`src/rtl/clk_qual_pkg.sv`:
```
package clk_qual_pkg;
  typedef enum logic [1:0] {
    MODE_AUTO  = 2'd0,
    MODE_PLL   = 2'd1,
    MODE_EXT48 = 2'd2,
    MODE_EXT40 = 2'd3
  } qual_mode_e;

  typedef enum logic [1:0] {
    SRC_NONE  = 2'd0,
    SRC_PLL   = 2'd1,
    SRC_EXT48 = 2'd2,
    SRC_EXT40 = 2'd3
  } qual_src_e;
endpackage

```
`src/rtl/slot_timer.sv`:
```
module slot_timer #(
  parameter int SLOT_TICKS = 50
) (
  input  logic clk_i,
  input  logic rst_ni,
  input  logic clear_i,
  input  logic run_i,
  input  logic tick_i,
  output logic slot_o
);
  localparam int TW = (SLOT_TICKS > 1) ? $clog2(SLOT_TICKS) : 1;
  localparam logic [TW-1:0] LAST = TW'(SLOT_TICKS - 1);

  logic [TW-1:0] cnt_q;

  assign slot_o = run_i && tick_i && (cnt_q == LAST);

  always_ff @(posedge clk_i or negedge rst_ni) begin
    if (!rst_ni)               cnt_q <= '0;
    else if (clear_i)          cnt_q <= '0;
    else if (run_i && tick_i)  cnt_q <= (cnt_q == LAST) ? '0 : cnt_q + 1'b1;
  end

  p_cnt_range_r3: assert property (@(posedge clk_i) disable iff (!rst_ni)
    cnt_q <= LAST);
endmodule

```
`src/rtl/lock_sampler.sv`:
```
module lock_sampler #(
  parameter int SETTLE_SLOTS = 10,
  parameter int WINDOW_SLOTS = 200,
  parameter int HITS_NEEDED  = 3
) (
  input  logic clk_i,
  input  logic rst_ni,
  input  logic clear_i,
  input  logic run_i,
  input  logic slot_i,
  input  logic lock_i,
  output logic pass_o,
  output logic expire_o
);
  localparam int SW = $clog2(WINDOW_SLOTS + 1);
  localparam int HW = $clog2(HITS_NEEDED + 1);
  localparam logic [SW-1:0] SETTLE_C = SW'(SETTLE_SLOTS);
  localparam logic [SW-1:0] WIN_C    = SW'(WINDOW_SLOTS);
  localparam logic [HW-1:0] HITS_C   = HW'(HITS_NEEDED);

  logic [SW-1:0] slot_q, slot_nxt;
  logic [HW-1:0] hits_q, hits_nxt;
  logic          sample, hit;

  always_comb begin
    slot_nxt = slot_q + 1'b1;
    sample   = run_i && slot_i && (slot_nxt >= SETTLE_C);
    hit      = sample && lock_i;
    hits_nxt = hits_q + HW'(hit);
    pass_o   = hit && (hits_nxt == HITS_C);
    expire_o = run_i && slot_i && (slot_nxt == WIN_C) && !pass_o;
  end

  always_ff @(posedge clk_i or negedge rst_ni) begin
    if (!rst_ni) begin
      slot_q <= '0;
      hits_q <= '0;
    end else if (clear_i) begin
      slot_q <= '0;
      hits_q <= '0;
    end else if (run_i && slot_i) begin
      slot_q <= slot_nxt;
      hits_q <= hits_nxt;
    end
  end

  // no hit may be counted inside the settle time
  p_settle_quiet_r3: assert property (@(posedge clk_i) disable iff (!rst_ni)
    (slot_q < SETTLE_C) |-> (hits_q == '0));
  p_hits_bound_r4: assert property (@(posedge clk_i) disable iff (!rst_ni)
    hits_q <= HITS_C);
endmodule

```
`src/rtl/clk_src_qual.sv`:
```
module clk_src_qual
  import clk_qual_pkg::*;
#(
  parameter int SLOT_TICKS   = 50,
  parameter int SETTLE_SLOTS = 10,
  parameter int WINDOW_SLOTS = 200,
  parameter int HITS_NEEDED  = 3
) (
  input  logic       clk_i,
  input  logic       rst_ni,
  input  logic [1:0] mode_i,
  input  logic       sel_req_i,
  input  logic       start_i,
  input  logic       stop_i,
  input  logic       unset_i,
  input  logic       pll_lock_i,
  input  logic       tick_i,
  output logic       pll_pwr_o,
  output logic       ext_en_o,
  output logic       ext40_o,
  output logic       clk_stop_o,
  output logic       busy_o,
  output logic       done_o,
  output logic       fail_o,
  output logic [1:0] src_o
);
  logic       slot_w, pass_w, expire_w;
  logic       try_q, pll_pwr_q, ext_en_q, ext40_q, stop_q, done_q, fail_q, pend_q;
  qual_src_e  src_q;
  qual_mode_e mode_q, req_mode;

  assign req_mode = qual_mode_e'(mode_i);

  slot_timer #(.SLOT_TICKS(SLOT_TICKS)) u_tmr (
    .clk_i   (clk_i),
    .rst_ni  (rst_ni),
    .clear_i (sel_req_i),
    .run_i   (try_q),
    .tick_i  (tick_i),
    .slot_o  (slot_w)
  );

  lock_sampler #(
    .SETTLE_SLOTS (SETTLE_SLOTS),
    .WINDOW_SLOTS (WINDOW_SLOTS),
    .HITS_NEEDED  (HITS_NEEDED)
  ) u_smp (
    .clk_i    (clk_i),
    .rst_ni   (rst_ni),
    .clear_i  (sel_req_i),
    .run_i    (try_q),
    .slot_i   (slot_w),
    .lock_i   (pll_lock_i),
    .pass_o   (pass_w),
    .expire_o (expire_w)
  );

  always_ff @(posedge clk_i or negedge rst_ni) begin
    if (!rst_ni) begin
      try_q     <= 1'b0;
      pll_pwr_q <= 1'b0;
      ext_en_q  <= 1'b0;
      ext40_q   <= 1'b0;
      stop_q    <= 1'b1;
      done_q    <= 1'b0;
      fail_q    <= 1'b0;
      pend_q    <= 1'b0;
      src_q     <= SRC_NONE;
      mode_q    <= MODE_AUTO;
    end else if (sel_req_i) begin
      stop_q <= 1'b1;
      fail_q <= 1'b0;
      pend_q <= 1'b0;
      mode_q <= req_mode;
      case (req_mode)
        MODE_EXT48, MODE_EXT40: begin
          try_q     <= 1'b0;
          pll_pwr_q <= 1'b0;
          ext_en_q  <= 1'b1;
          ext40_q   <= (req_mode == MODE_EXT40);
          done_q    <= 1'b1;
          src_q     <= (req_mode == MODE_EXT40) ? SRC_EXT40 : SRC_EXT48;
        end
        default: begin
          try_q     <= 1'b1;
          pll_pwr_q <= 1'b1;
          ext_en_q  <= 1'b0;
          ext40_q   <= 1'b0;
          done_q    <= 1'b0;
          src_q     <= SRC_NONE;
        end
      endcase
    end else if (unset_i || pend_q) begin
      if (!stop_q && !pend_q) begin
        // running: stop now, deselect on the following edge
        stop_q <= 1'b1;
        pend_q <= 1'b1;
      end else begin
        pend_q    <= 1'b0;
        try_q     <= 1'b0;
        pll_pwr_q <= 1'b0;
        ext_en_q  <= 1'b0;
        ext40_q   <= 1'b0;
        done_q    <= 1'b0;
        fail_q    <= 1'b0;
        src_q     <= SRC_NONE;
      end
    end else if (try_q && pass_w) begin
      try_q  <= 1'b0;
      done_q <= 1'b1;
      src_q  <= SRC_PLL;
    end else if (try_q && expire_w) begin
      try_q     <= 1'b0;
      pll_pwr_q <= 1'b0;
      if (mode_q == MODE_AUTO) begin
        ext_en_q <= 1'b1;
        ext40_q  <= 1'b1;
        done_q   <= 1'b1;
        src_q    <= SRC_EXT40;
      end else begin
        fail_q <= 1'b1;
      end
    end else if (stop_i) begin
      stop_q <= 1'b1;
    end else if (start_i && done_q && !try_q) begin
      stop_q <= 1'b0;
    end
  end

  assign pll_pwr_o  = pll_pwr_q;
  assign ext_en_o   = ext_en_q;
  assign ext40_o    = ext40_q;
  assign clk_stop_o = stop_q;
  assign busy_o     = try_q;
  assign done_o     = done_q;
  assign fail_o     = fail_q;
  assign src_o      = src_q;

  p_direct_r2: assert property (@(posedge clk_i) disable iff (!rst_ni)
    (sel_req_i && mode_i[1]) |=> (done_o && ext_en_o && !busy_o && clk_stop_o));
  p_trial_stopped_r3: assert property (@(posedge clk_i) disable iff (!rst_ni)
    busy_o |-> (clk_stop_o && pll_pwr_o && !ext_en_o && !done_o));
  p_fail_safe_r5: assert property (@(posedge clk_i) disable iff (!rst_ni)
    fail_o |-> (clk_stop_o && !ext_en_o && !pll_pwr_o && !done_o));
  p_start_gate_r8: assert property (@(posedge clk_i) disable iff (!rst_ni)
    $fell(clk_stop_o) |-> ($past(start_i) && $past(done_o) && !$past(busy_o)));
  p_stop_first_r10: assert property (@(posedge clk_i) disable iff (!rst_ni)
    ($fell(ext_en_o) && !$past(sel_req_i)) |-> $past(clk_stop_o));
  p_req_stops_r11: assert property (@(posedge clk_i) disable iff (!rst_ni)
    sel_req_i |=> clk_stop_o);
endmodule

```
`config.mk`:
```
export PLATFORM = sky130hd
export DESIGN_NAME = clk_src_qual
export DESIGN_NICKNAME = d
export VERILOG_FILES = /design/src/rtl/clk_qual_pkg.sv /design/src/rtl/slot_timer.sv /design/src/rtl/lock_sampler.sv /design/src/rtl/clk_src_qual.sv
export SDC_FILE = /design/constraint.sdc
export NUM_CORES = 1
export LEC_CHECK = 0
export BUFFER_PORTS_ARGS = -buffer_cell sky130_fd_sc_hd__buf_2
export CAP_MARGIN = 15
export CORE_UTILIZATION = 30
export CTS_CLUSTER_DIAMETER = 40
export CTS_CLUSTER_SIZE = 30
export DETAILED_ROUTE_END_ITERATION = 10
export HOLD_SLACK_MARGIN = 0.15
export PLACE_DENSITY = 0.52
export SYNTH_ARGS = -nofsm -noshare
export SYNTH_HDL_FRONTEND = slang
export SYNTH_SLANG_ARGS = --single-unit
export TNS_END_PERCENT = 10
```
`constraint.sdc`:
```
create_clock -name clk_i -period 3 [get_ports clk_i]
set_clock_uncertainty 0.1 [all_clocks]
set_input_delay 0.6 -clock clk_i [delete_from_list [all_inputs] [get_ports clk_i]]
set_output_delay 0.6 -clock clk_i [all_outputs]
set_load 0.01 [all_outputs]
```
---- Word level (Yosys, flattened, before mapping) ----
Index checks and enable logic that the tools add are counted.
storage, ports and cells
  bits in registers ....................... 28
  input bits .............................. 10
  output and inout port bits .............. 9
  word-level logic and storage cells ...... 111
cells by class
  add/sub/neg operators ................... 3
  magnitude comparators ................... 1
  eq/ne operators ......................... 10
  mux-type cells .......................... 50
  reduce and logical (&&, ||, !) cells .... 34
operators with widths
  kind                 number
  $mux 1               36
  $mux 2               9
  $mux 6               3
  $mux 8               2
  $logic_and 1x1->1    13
  $ne 3x3->1 const B   4
  $reduce_and 4->1     3
  $reduce_bool 4->1    3
  $add 8x1->8 const B  1
  $eq 8x8->1 const B   1
  $ge 8x4->1 const B   1
  $add 6x1->6 const B  1
  $eq 2x2->1 const B   3
  $eq 6x6->1 const B   1
  $reduce_and 3->1     2
  $reduce_bool 2->1    3
  $reduce_bool 3->1    2
  $logic_not 1->1      4
  $ne 3x2->1 const B   1
  $add 2x1->2          1
  $logic_not 2->1      1
  $reduce_and 2->1     1
  $reduce_or 2->1      1
  $logic_or 1x1->1     1

---- Logic depth before layout (Yosys ltp) ----
Gate-level depths: netlist (run 1).
  depth in word-level cells ............... 15
  mapped depth ............................ 13
  mapped depth without buffers ............ 13

---- Hierarchy ----
From an unflattened synthesis (run 1), not the netlist that was laid out.
second synthesis, totals
  cells, all modules ...................... 172
  area, all modules ....................... 1,664.1 um^2
by module, submodules not included
  module        instances  cells each  area an instance (um^2)  seq. area each (um^2)
  lock_sampler  1          78          701.9                    250.2
  clk_src_qual  1          52          579.3                    301.5
  slot_timer    1          42          382.9                    150.1

---- Least setup slack after synthesis (run 1) ----
OpenSTA, ideal clock, no wires.
  path type ............................... flip-flop to flip-flop
  start ................................... reg u_smp.slot_q[0]
  end ..................................... reg done_q, in the netlist done_o
  library setup time ...................... 0.119 ns
  arrival time ............................ 2.842 ns
  required time ........................... 2.781 ns
  path slack .............................. -0.061 ns
  stages on the path, launching flop included .. 13
  buffers on the path ..................... 1
  clock period less this slack ............ 3.061 ns
  cell sequence ........................... dfrtp_1 > ha_1 > buf_2 > nor3_2 > o21ai_2 > a21boi_0 > o311a_1 > ha_1 > xor2_1 > and4_1 > a221oi_4 > a31oi_2 > o21a_1
between the ends
  word-level cells in the longest chain between the ends .. 12
  elaborated cells between the ends (all ways) .. 19
  those cells by class .................... 2 x add/sub; 1 x order compare; 2 x eq/ne; 3 x mux; 11 x reduce/logical
RTL lines
  what                                line                 text
  from (decl)                         lock_sampler.sv:21   logic [SW-1:0] slot_q, slot_nxt;
  from (signal assigned)              lock_sampler.sv:42   slot_q <= slot_nxt;
  $add 8x1->8 (*)                     lock_sampler.sv:26   slot_nxt = slot_q + 1'b1;
  $ge 8x4->1                          lock_sampler.sv:27   sample = run_i && slot_i && (slot_nxt >= SETTLE_C);
  $logic_and 1x1->1                   lock_sampler.sv:27
  $logic_and 1x1->1                   lock_sampler.sv:28   hit = sample && lock_i;
  $add 2x1->2                         lock_sampler.sv:29   hits_nxt = hits_q + HW'(hit);
  $eq 2x2->1                          lock_sampler.sv:30   pass_o = hit && (hits_nxt == HITS_C);
  $logic_and 1x1->1                   lock_sampler.sv:30
  $logic_not 1->1                     lock_sampler.sv:31   expire_o = run_i && slot_i && (slot_nxt == WIN_C) && !pass_o;
  $logic_and 1x1->1                   lock_sampler.sv:31
  $logic_and 1x1->1                   clk_src_qual.sv:112  end else if (try_q && expire_w) begin
  $reduce_bool 4->1 (no source line)  -
  $reduce_and 3->1 (no source line)   -
  to (signal assigned)                clk_src_qual.sv:104  done_q <= 1'b0;
  to (signal assigned)                clk_src_qual.sv:110  done_q <= 1'b1;
  to (signal assigned)                clk_src_qual.sv:118  done_q <= 1'b1;
  to (decl)                           clk_src_qual.sv:28   logic try_q, pll_pwr_q, ext_en_q, ext40_q, stop_q, done_q, fail_q, pend_q;
Every way passes the cells marked *; elsewhere a longest branch is shown, timed or not.
A chain may end at the register's enable or synchronous reset.

---- Final worst setup path (run 1) ----
  start ................................... reg u_smp.slot_q[1]
  end ..................................... reg src_q[1], in the netlist src_o[1]
between the ends
  word-level cells in the longest chain between the ends .. 12
  elaborated cells between the ends (all ways) .. 19
  those cells by class .................... 2 x add/sub; 1 x order compare; 2 x eq/ne; 3 x mux; 11 x reduce/logical
RTL lines
  what                                line                 text
  $add 8x1->8 (*)                     lock_sampler.sv:26
  $ge 8x4->1                          lock_sampler.sv:27
  $logic_and 1x1->1                   lock_sampler.sv:27
  $logic_and 1x1->1                   lock_sampler.sv:28
  $add 2x1->2                         lock_sampler.sv:29
  $eq 2x2->1                          lock_sampler.sv:30
  $logic_and 1x1->1                   lock_sampler.sv:30
  $logic_not 1->1                     lock_sampler.sv:31
  $logic_and 1x1->1                   lock_sampler.sv:31
  $logic_and 1x1->1                   clk_src_qual.sv:112
  $reduce_bool 4->1 (no source line)  -
  $reduce_and 3->1 (no source line)   -
  to (signal assigned)                clk_src_qual.sv:82   src_q <= (req_mode == MODE_EXT40) ? SRC_EXT40 : SRC_EXT48;
  to (decl)                           clk_src_qual.sv:29   qual_src_e src_q;
Marks and branches as above.

==> results.yml, run 1 <==
outcome:
  status: "finished with violations"
  violations: "negative setup slack"
synth:
  synthCells: 193
  synth-seq-cells: 28
  synth-xor-area-share: 0.04937
  yosys_warnings: 0
  synth_top_family_by_area: "simple AND/OR/NAND/NOR gates"
  synth.mux.area_fraction: 0.01199
  synth_common_cells: "dfrtp_1 (27), nor2_1 (24), a21oi_1 (13), nand3_1 (12), nand2_1 (11)"
  yosys-top-cells-area: "dfrtp_1 (38%), nor2_1 (5.1%), ha_1 (4.2%)"
  synth-compound-area-share: 0.1650
  synth.distinct_cells: 54
  netlist_area_um2: 1774
  synth_top_cell_area_share: 0.3808
  ys_seq_area_frac: 0.3956
  yosys.area.top_type: "dfrtp_1"
  synth.most_common_cell: "dfrtp_1"
  synthArstFlopShare: 1.000
  syn_avg_cell_area_um2: 9.193
  synth_fa_ha_area_frac: 0.04231
  synthSimpleGateAreaFrac: 0.2807
  synth_fp_nets: 209
  synthFlopType: "dfrtp_1"
  synth_edf_count: 0
timing:
  slew-limit-headroom: 0.5658
  fin_crit_ns: 3.069
  hold_violations: 0
  finalCritPeriodShare: 1.023
  rsz0062_at_grt: "true"
  setup_slack_ns: -0.06851
  worst-slew-pin-transition_ns: 0.6514
  holdWs_ns: 0.2350
  setup_viol: 7
  max_freq_mhz: 325.9
  drv_slew: 0
grt:
  grt_usage: 0.1507
  antenna_found_initial: 0
  grt_overflow: 0
  grt_max_degree: 29
  grt_pass1_wl_mm: 7.445
  grt_pass1_vias: 1606
floorplanning:
  row_count: 27
  die_x_um: 78.90
  start_util: 0.3164
  core_um2: 5608
  dieHeight_um: 78.90
  design.die.area_um2: 6225
  boundaryPins: 19
power:
  p_comb_frac: 0.087
  peakVddDrop_mv: 0.1858
  power_frac_clock: 0.393
  power.leakage_nw: 0.9672
  p_sw_frac: 0.2285
  power.internal_mw: 0.5939
  power_switching_mw: 0.1759
  pwr-share-seq: 0.520
  power.density_nw_per_um2: 351.0
  p_total_mw: 0.7698
layout:
  fin_nets: 248
  fin_util: 0.3911
  final_cells: 303
  drive_gt1_frac: 0.2944
  diodes: 0
  nFillCells: 591
  synthToLayoutAreaGrowth_pct: 23.62
placement:
  pre_cts_ws_ns: -0.1291
  placed_cells: 296
  hpwl_mm: 3.050
  gp_congestion: 0.7530
  portBuffers: 18
worst_setup_path:
  reg2reg_depth: 13
  required_ns: 3.11
  crit_fanout: 6
  path_cells: "buf_4 -> buf_4 -> and2_4 -> xnor2_1 -> o21ai_1 -> o311a_1 -> ha_2 -> xor2_1 -> nand4_1 -> nor4b_4 -> a221oi_4 -> a31oi_4 -> a2bb2oi_1"
  critical_path_class: "reg -> reg"
  rrSetupSlack_ns: -0.07
  r2r-end: "src_o[1]"
  critPathMaxStageDelay_ns: 0.43
  critPathLaunchType: "flop"
  crit_slowest_cell: "dfrtp_1"
  critPathCaptureType: "flop"
  cp.arrival_ns: 3.18
  cp_common_cell: "buf_4"
  regToRegStartpoint: "u_smp.slot_q[1]"
clock_tree:
  cts_root_buf: "clkbuf_8"
  cts_buffer_depth: 2
  tritoncts: "done"
  htreeDepth: 1
  clkLatencyLatePin_ns: 0.28
  cts_sinks: 28
  cts_buffers: 3
  path_clk_slew_ns: 0.10
route:
  route.vias.total: 1538
  drt_iter0_drc: 96
  drc: 0
  firstDrtPassIters: 4
  viasPerCell: 5.076
  routed_wl_mm: 4.303
  wl_per_cell_um: 14.20
  drtAntennaViolNets: 0
job:
  drv_cap: 0
min_path:
  hp-class: "in -> async"
power groups by stage:
stage	Combinational [mW]	Sequential, mW	Clock (mW)
finish	0.0668	0.400	0.303
floorplan	0.0297	0.409	0
global placement	0.0658	0.407	0
CTS	0.0684	0.400	0.310
global route	0.0762	0.402	0.327
detailed placement	0.0670	0.407	0
logic make-up (layout without fill, tap and decap cells):
group                      Yosys count  after routing
xor gates and xnor gates            10             10
buffers and inverters               17             55
adders and majority gates            6              6
muxes                                2              2
and+or+nand+nor                     88             88
AOI/OAI and AO/OA                   42             42
DFF                                 28             28
placed cells by master (no fill, tap or decap), types with 2 or more instances in the layout:
cell type | Yosys | final
and4_1 | 2 | 2
o21ai_0 | 8 | 8
nand4_1 | 4 | 4
nor3_1 | 6 | 6
xor2_1 | 8 | 8
inv_1 | 7 | 6
buf_4 | 2 | 26
a211oi_1 | 2 | 2
nand2_1 | 11 | 11
nand3b_1 | 2 | 2
o21ai_1 | 2 | 2
a21oi_2 | 0 | 2
nor2_1 | 24 | 24
a31oi_1 | 4 | 4
nor2b_1 | 5 | 5
buf_2 | 3 | 18
ha_1 | 6 | 3
and4b_1 | 2 | 2
ha_2 | 0 | 2
xnor2_1 | 2 | 2
or3_1 | 4 | 4
nand3_1 | 12 | 12
clkbuf_8 | 0 | 3
a21oi_1 | 13 | 11
dfrtp_1 | 27 | 26
o21a_1 | 3 | 3
routing by layer:
layer  up-vias  global-route usage  part of all wire
met3         5             0.01724             0.034
met1       715              0.2010              0.48
met5         -                   0                 0
met2        45              0.2539              0.47
li1        773                   -                 -
met4         0             0.04909             0.010
critical path: cells and delay by family (launching register included):
kind,cells,cell delay [ns]
fa+ha+maj,1,0.18
compound gates,5,0.96
buf+inv,2,0.29
simple gates,3,0.70
xor+xnor,2,0.32
flops,1,0.43
worst max-delay path by stage:
stage	cells after the start	start	endpoint	slack, ns
finish	13	u_smp.slot_q[1]	src_o[1]	-0.07
global route	12	u_smp.slot_q[0]	src_o[1]	-0.24
CTS	12	u_smp.slot_q[1]	pll_pwr_o	-0.02
detailed placement	13	u_smp.slot_q[1]	src_o[1]	-0.13
global placement	12	u_smp.slot_q[1]	done_o	-0.02
floorplan	12	u_smp.slot_q[0]	done_o	0.04
registers in the layout (all words and copies together) (netlist names):
register	flops
u_smp.slot_q	8
u_tmr.cnt_q	6
mode_q	2
src_o	2
u_smp.hits_q	2
busy_o	1
clk_stop_o	1
done_o	1
ext40_o	1
ext_en_o	1
fail_o	1
pend_q	1
pll_pwr_o	1
cell type report:
type	count	area [µm²]	area share
clock buffers	3	41.29	0.01882
clock inverters	1	30.03	0.01369
inverters	7	26.28	0.01198
multi-input cells	148	1017	0.4638
flip-flops and latches	28	703.2	0.3206
well taps	72	90.09	0.04107
repair buffers	44	285.3	0.1301
per-stage QoR:
step | TNS, ns | area [µm²]
after detailed placement | -0.6220 | 2057
after CTS | -0.07207 | 2193
final | -0.3270 | 2193
after global placement | -0.06231 | 2057
after global routing | -1.889 | 2193
after floorplan | 0 | 1775
what timing repair did:
| action | 4_1_cts | 5_1_grt |
|---|---|---|
| pin swaps | 8 | 0 |
| buffers inserted | 3 | 0 |
| endpoints found under the setup margin | 8 | 9 |
| resized for setup | 7 | 1 |
| hold buffers | 0 | 0 |
| cloned | 0 | 0 |
Power figures use the tool's default switching activity.
==> run 2: changes to the inputs <==
--- a/config.mk
+++ b/config.mk
@@ -7,12 +7,14 @@
 export LEC_CHECK = 0
 export BUFFER_PORTS_ARGS = -buffer_cell sky130_fd_sc_hd__buf_2
 export CAP_MARGIN = 15
+export CORE_ASPECT_RATIO = 0.5
 export CORE_UTILIZATION = 30
 export CTS_CLUSTER_DIAMETER = 40
 export CTS_CLUSTER_SIZE = 30
 export DETAILED_ROUTE_END_ITERATION = 10
 export HOLD_SLACK_MARGIN = 0.15
 export PLACE_DENSITY = 0.52
+export SETUP_SLACK_MARGIN = 0.05
 export SYNTH_ARGS = -nofsm -noshare
 export SYNTH_HDL_FRONTEND = slang
 export SYNTH_SLANG_ARGS = --single-unit
==> run 2 against run 1 <==
The run still ends with negative setup slack left. Die area rose by 0.31%. Worst hold slack improved by 0.031 ns. Via count rose by 1.8%. Sequential share of layout area fell by 0.27 points. Utilization rose by 0.48 points. Sequential power barely moved. Wire length fell by 1.0%. Global-route usage fell by 0.45 points. Largest cell class unchanged.
==> results.yml, run 2 (synthesized netlist as in run 1, its figures left out) <==
min_path:
  hp-class: "in -> async"
route:
  drt_iter0_drc: 88
  firstDrtPassIters: 4
  drc: 0
  route.vias.total: 1566
  wl_per_cell_um: 14.01
  viasPerCell: 5.151
  drtAntennaViolNets: 0
  routed_wl_mm: 4.258
clock_tree:
  tritoncts: "done"
  htreeDepth: 1
  cts_buffers: 3
  path_clk_slew_ns: 0.07
  cts_root_buf: "clkbuf_16"
  postCtsHoldBufs: 0
  cts_buffer_depth: 2
  clkLatencyLatePin_ns: 0.26
  cts_sinks: 28
grt:
  grt_overflow: 0
  grt_pass1_vias: 1510
  grt_pass1_wl_mm: 7.369
  grt_max_degree: 29
  antenna_found_initial: 0
  grt_usage: 0.1462
power:
  power.leakage_nw: 0.9767
  peakVddDrop_mv: 0.2013
  power.density_nw_per_um2: 389.7
placement:
  portBuffers: 18
  hpwl_mm: 2.968
  pre_cts_ws_ns: -0.1235
  gp_congestion: 0.8506
  placed_cells: 293
timing:
  slew-limit-headroom: 0.5253
  setup_tns_ns: -0.3619
  hold_violations: 0
  rsz0062_at_grt: "true"
  drv_slew: 0
  fin_crit_ns: 3.099
  worst-slew-pin-transition_ns: 0.7066
  finalCritPeriodShare: 1.033
  max_freq_mhz: 322.7
  setup_slack_ns: -0.09871
  holdWs_ns: 0.2656
  setup_viol: 5
layout:
  top_register: "u_smp.slot_q"
  synthToLayoutAreaGrowth_pct: 24.68
  fin_nets: 248
  largest_reg_flops: 8
  final_cells: 304
  diodes: 0
  drive_gt1_frac: 0.2857
  final_cell_mix: "dfrtp_1 (26), buf_4 (26), nor2_1 (24)"
  top_regs: "u_smp.slot_q x8, u_tmr.cnt_q x6"
floorplanning:
  row_count: 19
  dieHeight_um: 56.38
  core_um2: 5587
  die_x_um: 110.8
  design.die.area_um2: 6244
  start_util: 0.3176
  boundaryPins: 19
job:
  drv_cap: 0
outcome:
  violations: "negative setup slack"
  status: "finished with violations"
worst_setup_path:
  critical_path_class: "reg -> reg"
  critPathCaptureType: "flop"
  critPathLaunchType: "flop"
  required_ns: 3.05
  cp.arrival_ns: 3.15
  crit_fanout: 5
==> run 2: through the flow <==
step                      cell area [µm²]    util  power (mW)
after floorplan                      1775       -      0.4389
after global placement               2028  0.3630      0.4717
after detailed placement             2028  0.3630      0.4726
after CTS                            2203  0.3944      0.8784
after global routing                 2212  0.3960      0.9007
final                                2212  0.3960      0.8622
==> run 2: area by class of cell <==
| cell class | instances | area (µm²) |
|---|---|---|
| Clock buffer | 3 | 75.07 |
| Multi-Input combinational cell | 148 | 1001 |
| Inverter | 7 | 26.28 |
| Fill cell | 549 | 3374 |
| Tap cell | 73 | 91.34 |
| Timing Repair Buffer | 44 | 285.3 |
| Sequential cell | 28 | 703.2 |
| Clock inverter | 1 | 30.03 |
==> run 2: path summary, 6_finish.rpt <==
path                                 startpoint              end  slack [ns]  cells after the start
worst max-delay path            u_smp.slot_q[1]        pll_pwr_o        -0.1                     14
worst min-delay path                     rst_ni  u_smp.slot_q[4]        0.27                      1
worst max register to register  u_smp.slot_q[1]        pll_pwr_o        -0.1                     14
worst min register to register         src_o[0]         src_o[0]        0.40                      1
max in group asynchronous                rst_ni  u_smp.slot_q[0]        2.07                      1
min in group clk_i                     src_o[0]         src_o[0]        0.40                      1
==> run 2: critical path, stage by stage, from the launching register on <==
cell,delay (ns)
dfrtp_1,0.43
buf_4,0.16
buf_4,0.13
and2_4,0.16
a311oi_2,0.25
nor3b_1,0.08
o311a_1,0.30
ha_2,0.18
xor2_1,0.15
nand4_1,0.15
a21oi_1,0.10
a221oi_4,0.33
buf_4,0.18
a21oi_1,0.06
a211o_1,0.23
==> run 2: power by group <==
group	switching (mW)	leakage, nW	internal (mW)
clock	0.132	0.0511	0.266
sequential	0.0101	0.371	0.389
combinational	0.0407	0.554	0.0240
total	0.183	0.977	0.679
==> run 2: timing repair <==
action | 4_1_cts | 5_1_grt
hold endpoints to repair | 0 | 0
resized for setup | 4 | 1
buffers inserted | 7 | 0
pin swaps | 8 | 0
setup endpoints to repair | 9 | 9
==> run 2: metal layers <==
metal,up-vias,wire [µm],global-route usage
li1,777,-,-
met1,753,2056,0.2016
met2,32,1958,0.2369
met3,4,198,0.03024
met4,0,44,0.03238
met5,-,0,0
